File: src/rtl/snap_mon_pkg.sv
package snap_mon_pkg;
  localparam int REG_W   = 32;
  localparam int SEL_W   = 4;
  localparam int TM_BIT  = 0;
  localparam int AUX_BIT = 1;
  localparam int TX_LSB  = 4;
  localparam int RX_LSB  = 8;
  localparam logic [REG_W-1:0] RD_MASK = 32'h0000_0FF3;

  typedef struct packed {
    logic [SEL_W-1:0] rx_sel;
    logic [SEL_W-1:0] tx_sel;
    logic             aux;
    logic             tm;
  } cfg_t;

  function automatic cfg_t cfg_unpack(input logic [REG_W-1:0] w);
    cfg_t c;
    c.rx_sel = w[RX_LSB +: SEL_W];
    c.tx_sel = w[TX_LSB +: SEL_W];
    c.aux    = w[AUX_BIT];
    c.tm     = w[TM_BIT];
    return c;
  endfunction

  function automatic logic [REG_W-1:0] cfg_pack(input cfg_t c);
    logic [REG_W-1:0] w;
    w = '0;
    w[RX_LSB +: SEL_W] = c.rx_sel;
    w[TX_LSB +: SEL_W] = c.tx_sel;
    w[AUX_BIT]         = c.aux;
    w[TM_BIT]          = c.tm;
    return w;
  endfunction
endpackage

File: src/rtl/snap_cfg_reg.sv
module snap_cfg_reg
  import snap_mon_pkg::*;
(
  input  logic             clk,
  input  logic             rst_n,
  input  logic             wr_en,
  input  logic [REG_W-1:0] wdata,
  output cfg_t             cfg_q,
  output logic [1:0]       flush
);
  cfg_t nxt;
  assign nxt = cfg_unpack(wdata);

  // index 0 = receive, 1 = transmit
  assign flush[0] = !cfg_q.tm || (wr_en && (!nxt.tm || nxt.rx_sel != cfg_q.rx_sel));
  assign flush[1] = !cfg_q.tm || (wr_en && (!nxt.tm || nxt.tx_sel != cfg_q.tx_sel));

  always_ff @(posedge clk or negedge rst_n) begin
    if (!rst_n)     cfg_q <= '0;
    else if (wr_en) cfg_q <= nxt;
  end
endmodule

File: src/rtl/snap_src_sel.sv
module snap_src_sel
  import snap_mon_pkg::*;
#(
  parameter int NUM_ETH = 5,
  parameter int NUM_CAN = 2
) (
  input  logic [SEL_W-1:0]   sel,
  input  logic [NUM_ETH-1:0] eth_evt,
  input  logic [NUM_CAN-1:0] can_evt,
  output logic               hit
);
  localparam int CAN_BASE = 2 ** (SEL_W - 1);

  always_comb begin
    hit = 1'b0;
    for (int i = 0; i < NUM_ETH; i++)
      if (sel == SEL_W'(i)) hit = eth_evt[i];
    for (int j = 0; j < NUM_CAN; j++)
      if (sel == SEL_W'(CAN_BASE + j)) hit = can_evt[j];
  end
endmodule

File: src/rtl/snap_pulse_stretch.sv
module snap_pulse_stretch #(
  parameter int PULSE_LEN = 8
) (
  input  logic clk,
  input  logic rst_n,
  input  logic flush,
  input  logic trig,
  output logic pulse
);
  localparam int CNT_W = $clog2(PULSE_LEN + 1);
  logic [CNT_W-1:0] cnt;

  always_ff @(posedge clk or negedge rst_n) begin
    if (!rst_n)          cnt <= '0;
    else if (flush)      cnt <= '0;
    else if (trig)       cnt <= CNT_W'(PULSE_LEN);
    else if (cnt != '0)  cnt <= cnt - 1'b1;
  end

  assign pulse = (cnt != '0);
endmodule

File: src/rtl/snap_test_mon.sv
module snap_test_mon
  import snap_mon_pkg::*;
#(
  parameter int NUM_ETH   = 5,
  parameter int NUM_CAN   = 2,
  parameter int PULSE_LEN = 8
) (
  input  logic               clk,
  input  logic               rst_n,
  input  logic               reg_wr_en,
  input  logic [31:0]        reg_wdata,
  output logic [31:0]        reg_rdata,
  input  logic [NUM_ETH-1:0] eth_rx_evt,
  input  logic [NUM_ETH-1:0] eth_tx_evt,
  input  logic [NUM_CAN-1:0] can_evt,
  output logic               rx_snap_pulse,
  output logic               tx_snap_pulse
);
  cfg_t             cfg_q;
  logic [1:0]       flush_d;
  logic [1:0]       hit_d;
  logic [1:0]       pulse_d;
  logic [SEL_W-1:0] sel_d [2];
  logic [NUM_ETH-1:0] eth_d [2];

  snap_cfg_reg u_cfg (
    .clk   (clk),
    .rst_n (rst_n),
    .wr_en (reg_wr_en),
    .wdata (reg_wdata),
    .cfg_q (cfg_q),
    .flush (flush_d)
  );

  assign sel_d[0] = cfg_q.rx_sel;
  assign sel_d[1] = cfg_q.tx_sel;
  assign eth_d[0] = eth_rx_evt;
  assign eth_d[1] = eth_tx_evt;

  for (genvar d = 0; d < 2; d++) begin : g_dir
    snap_src_sel #(.NUM_ETH(NUM_ETH), .NUM_CAN(NUM_CAN)) u_sel (
      .sel     (sel_d[d]),
      .eth_evt (eth_d[d]),
      .can_evt (can_evt),
      .hit     (hit_d[d])
    );
    snap_pulse_stretch #(.PULSE_LEN(PULSE_LEN)) u_str (
      .clk   (clk),
      .rst_n (rst_n),
      .flush (flush_d[d]),
      .trig  (hit_d[d]),
      .pulse (pulse_d[d])
    );
  end

  assign reg_rdata     = cfg_pack(cfg_q);
  assign rx_snap_pulse = pulse_d[0];
  assign tx_snap_pulse = pulse_d[1];
endmodule

File: config.mk
export PLATFORM = sky130hd
export DESIGN_NAME = snap_test_mon
export DESIGN_NICKNAME = d
export VERILOG_FILES = /design/src/rtl/snap_mon_pkg.sv /design/src/rtl/snap_cfg_reg.sv /design/src/rtl/snap_src_sel.sv /design/src/rtl/snap_pulse_stretch.sv /design/src/rtl/snap_test_mon.sv
export SDC_FILE = /design/constraint.sdc
export NUM_CORES = 1
export LEC_CHECK = 0
export ABC_AREA = 1
export CAP_MARGIN = 15
export CORE_AREA = 2 2 61 63
export DETAILED_ROUTE_END_ITERATION = 8
export DIE_AREA = 0 0 63 65
export DONT_BUFFER_PORTS = 1
export GPL_ROUTABILITY_DRIVEN = 0
export SLEW_MARGIN = 10
export SYNTH_ARGS = -nofsm -noshare
export SYNTH_HDL_FRONTEND = slang
export SYNTH_SLANG_ARGS = --single-unit
File: constraint.sdc
create_clock -name clk -period 2 [get_ports clk]
set_input_delay 0.4 -clock clk [delete_from_list [all_inputs] [get_ports clk]]
set_output_delay 0.4 -clock clk [all_outputs]
set_load 0.02 [all_outputs]
* Word-level counts from Yosys, hierarchy flattened
Cells that the tools add are included.
W data, S select, Z words.
** Storage, ports and cells
- Bits in read-only memories :: 0
- Memories :: 0
- RAM bits :: 0
- Bits in registers :: 18
- Logic and storage cells :: 56
- Latch bits :: 0
** Cells by class
- Shift operators :: 0
- Add/subtract/negate cells :: 2
- Multipliers :: 0
- Eq/ne operators :: 14
- Order comparisons :: 0
- Divide/modulo/power cells :: 0
- Bitwise gates (word level) :: 0
- Mux-type cells :: 20
- Reduce and logical (&&, ||, !) cells :: 14
** Operators with widths (number)
- $mux W4 :: 6
- $eq A4 B2 Y1 const B :: 4
- $eq A4 B4 Y1 const B :: 4
- $mux W1 :: 14
- $eq A4 B1 Y1 const B :: 2
- $eq A4 B3 Y1 const B :: 2
- $logic_not A4 Y1 :: 2
- $ne A4 B4 Y1 :: 2
- $reduce_bool A4 Y1 :: 2
- $sub A4 B1 Y4 const B :: 2
- $reduce_bool A3 Y1 :: 2
- $logic_or A1 B1 Y1 :: 4
- $logic_and A1 B1 Y1 :: 2
- $logic_not A1 Y1 :: 2

* Longest topological paths before layout
- Depth after elaboration :: 10
- Depth in mapped cells :: 10
- Gate-level depth less buffers :: 10

* Cells and area by module
From an unflattened synthesis, not the netlist that was laid out.
** Unflattened totals
- Cells, all modules :: 210
- Area total of the unflattened synthesis :: 1388.8 µm²
** Modules (own cells, without submodules)
- snap_cfg_reg :: cells each 79, area each 539.3 µm², times used 1, seq. area each 250.2 µm²
- snap_pulse_stretch :: cells each 30, area each 239.0 µm², times used 2, seq. area each 100.1 µm²
- snap_src_sel :: cells each 24, area each 101.3 µm², times used 2, seq. area each 0.0 µm²
- snap_test_mon :: cells each 23, area each 168.9 µm², times used 1, seq. area each 0.0 µm²

* Least setup slack after synthesis
No wires, ideal clock.
- Path type :: reg2reg
- From :: reg g_dir[1].u_str.cnt[0]
- To :: reg g_dir[1].u_str.cnt[3]
- Arrival :: 1179 ps
- Setup slack :: 708 ps
- Buffers on the path :: 0
- Stages on the path, launching flop included :: 8
- Cell sequence :: dfrtp_1 -> inv_1 -> ha_1 -> nand3_1 -> nand2_1 -> nand3_1 -> nand2_1 -> inv_1
** RTL lines
- start: declaration :: RTL line snap_pulse_stretch.sv:11 : logic [CNT_W-1:0] cnt;
- start signal: assignment :: RTL line snap_pulse_stretch.sv:16 : else if (trig) cnt <= CNT_W'(PULSE_LEN);
- start signal: assignment :: RTL line snap_pulse_stretch.sv:17 : else if (cnt != '0) cnt <= cnt - 1'b1;
- $reduce_bool A4 Y1
- named net tx_snap_pulse :: RTL line snap_test_mon.sv:17 : output logic tx_snap_pulse
- $reduce_bool A3 Y1 (no source line)
The timed path passes the listed nets, and every way through them passes these cells. The select of a mux whose other input is x is not followed.
A chain may end at the register's enable or synchronous reset.

* Final worst setup path
- From :: reg g_dir[1].u_str.cnt[0]
- To :: out tx_snap_pulse
** On the way
- Word-level cells in the longest chain between the ends :: 1
** Ends and longest elaborated chain
- $reduce_bool A4 Y1 :: RTL line snap_pulse_stretch.sv:20 : assign pulse = (cnt != '0);
- end: declaration :: RTL line snap_test_mon.sv:17
No other way between the ends.

==> summary.txt <==
STA
  – Slew Viols, Final: 0
  – Final worst-path cycle share: between 80% and 90%
  – Slew HR: 44.7%
  – Fin Setup TNS: 0 ns
  – Fmax: 602 MHz
  – Setup violators final: 0
  – RSZ-0062 raised after global routing: no
  – Final min period: 1.66 ns
  – Final Hold Vio Count: 0
  – Measured slew at the worst slew-check pin: 0.826 ns
  – Worst Skew: 0.00509 ns

Detailed routing
  – Antenna Nets Post-Route: 0
  – Via-per-instance ratio: 4.32
  – Drt first pass iters: 4
  – Drt wl/cell: 10.3 um
  – Vias: 998
  – Final wirelength: 2380 um
  – DRC viols: 0
  – DR iter-0 viols: 26

CTS
  – Htree depth: 1
  – Clock sink total: 18
  – Post-CTS Resized: 0
  – CTS buffer count: 3
  – CTS tree: yes
  – Clock insertion delay at the later pin of the skew report: 0.29 ns
  – Clock-pin slew on the worst setup and hold paths: around 0.11 ns
  – CTS root buffer: clkbuf_4
  – Clk buf depth: 2

Synth
  – Post-synthesis mux area share: 0%
  – Synth Area in Simple Gates: 27.4%
  – Register area share after synthesis: 35.5%
  – Post-Synth Adder-Cell Area: ~3.0%
  – Largest family of logic cells by synthesized area: simple AND/OR/NAND/NOR gates
  – XOR/XNOR share of the synthesized area: between 5 and 6%
  – Area leader, netlist: dfrtp_1
  – Synthesized cell area: 1270 sq um
  – Synth Area in Compound Gates: slightly above 6%
  – #FFs+latches synth: 18
  – Area contributors post-synth: dfrtp_1, nand2_1, buf_4, inv_1, o21ai_0
  – Synthesized instance count: roughly 180
  – Post-synth top area share: a little over a third
  – Library cells used by synthesis: 20
  – Yosys warnings: 0
  – Syn avg cell area: 7.02 sq um

Worst setup path
  – Slowest stage cell, crit path: dfrtp_1
  – Worst setup path startpoint: g_dir[1].u_str.cnt[0]$_DFFE_PN0P_
  – Crit Reg-Reg Startpoint: u_cfg.cfg_q[6]$_DFFE_PN0P_
  – WP data required: 1.60 ns
  – Crit. End Element: output pin
  – CP arrival: 1.26 ns
  – Slowest cell delay on critical path: 0.37 ns
  – Critical path's top delay family: flip-flops
  – Critical Path Fanout Max: 5
  – Setup Crit Path Kind: reg2out
  – CP cell instances: inv_1 > ha_1 > nand3_1
  – Crit path buf inv count: 1
  – Setup crit start kind: flop

Power and ir drop
  – VDD IR max: 271 uV
  – Static Leak: a little over 0.7 nW
  – Power Density: just under 700 nW/um^2

Job
  – Max cap viols: 0

Placed design
  – Placed cells: between 200 and 250
  – Hpwl dp: ~1900 um
  – PortBufs: 0

Global routing
  – Total grt overflow: 0
  – First-pass GRT wire length: just over 4000 um
  – Largest net degree at the start of global routing: 20
  – Vias in the first global route: 959
  – All-Layer GR Usage: 12.5%
  – Initial antenna violation count: 0

Floorplan
  – Die W: 63 um
  – Die span in y: 65 um
  – Rows: 22
  – I/O Pins: 81
  – Die footprint: 4100 sq um
  – Core ar.: 3500 sq um
  – Initial Util: a little over a third

Final layout
  – Synthesis-to-finish area growth: 0.887%
  – Share of cells above drive strength 1: 3.83%
  – Final cell count without fillers: between 200 and 250
  – Post-layout util: 36.7%
  – Most frequent cells in the layout: nand2_1, inv_1, conb_1
  – Most common cell after layout, fill and taps aside: nand2_1
  – Layout Nets: 234
  – # diodes: 0

Status
  – Outcome: completed

Worst hold path
  – Hold_sp: reg_wr_en
  – Hold WC Path Type: in2reg
area by class of cell:
| cell class | instances | area (sq um) |
|---|---|---|
| clock buffers | 4 | 36.3 |
| fillers | 408 | 2210 |
| inverters | 29 | 109 |
| multi-input cells | 131 | 616 |
| flip-flops and latches | 18 | 450 |
| well taps | 48 | 60.1 |
| repair buffers | 1 | 10.0 |
cell usage after synthesis, drive strengths merged:
cell type	number
dfrtp	18
clkbuf	1
xnor2	3
conb	1
nor3	2
nor2	13
o211ai	1
inv	29
buf	23
nand3	13
ha	3
or2	1
o21ai	14
nand2	51
nand4	3
xor2	5
power breakdown:
group	switching, mW	leakage [nW]	total (mW)	internal (mW)
sequential	0.0534	0.232	0.444	0.390
combinational	0.154	0.453	0.222	0.0686
clock	0.113	0.0210	0.224	0.111
total	0.320	0.706	0.890	0.570
stage by stage:
step	worst slack, ns	hold WS [ns]	total power, mW	cell area [sq um]
after floorplan	0.708	0.104	0.669	1350
after global placement	0.554	0.105	0.666	1230
after detailed placement	0.557	0.105	0.667	1230
after CTS	0.302	0.190	0.910	1280
after global routing	0.238	0.177	0.963	1280
final	0.339	0.202	0.890	1280
worst paths after layout:
path,slack (ns),cells after the start,end
hold / removal,0.20,1,u_cfg.cfg_q[6]$_DFFE_PN0P_
setup reg to reg,0.54,9,g_dir[0].u_str.cnt[1]$_DFFE_PN0P_
hold reg to reg,0.57,2,g_dir[1].u_str.cnt[1]$_DFFE_PN0P_
max in group asynchronous,0.85,1,g_dir[0].u_str.cnt[3]$_DFFE_PN0P_
setup / recovery,0.34,3,tx_snap_pulse
min in group asynchronous,0.64,1,u_cfg.cfg_q[3]$_DFFE_PN0P_
cell families after synthesis:
| group | count (synthesis) |
|---|---|
| buffers and inverters | 53 |
| AND/OR/NAND/NOR | 83 |
| adder cells (fa/ha/maj) | 3 |
| flip-flops | 18 |
| AO/OA/AOI/OAI | 15 |
| XOR/XNOR | 8 |
| other | 1 |
timing repair:
item	in CTS	in global routing
hold buffers	1	0
hold endpoints to repair	18	0
setup buffers	0	0
worst reg2reg max path, stage by stage (launching register included):
cell	delay, ns
dfrtp_1	0.60
inv_1	0.17
nand2_1	0.09
nand3_1	0.08
nand2_1	0.08
nand2_1	0.04
nand2_1	0.06
nand2_1	0.06
nand3_1	0.13
nor2_1	0.06
registers in the layout, indices dropped and copies added (netlist names):
signal,count
u_cfg.cfg_q,10
g_dir.u_str.cnt,8
per-layer routing:
| layer | wire, um | GRT usage, % |
|---|---|---|
| met4 | 21 | 5.00 |
| met5 | 0 | 0 |
| met3 | 208 | 3.47 |
| met1 | 999 | 14.7 |
| met2 | 1150 | 21.5 |
Note: power is estimated with default switching activity, not from simulation.
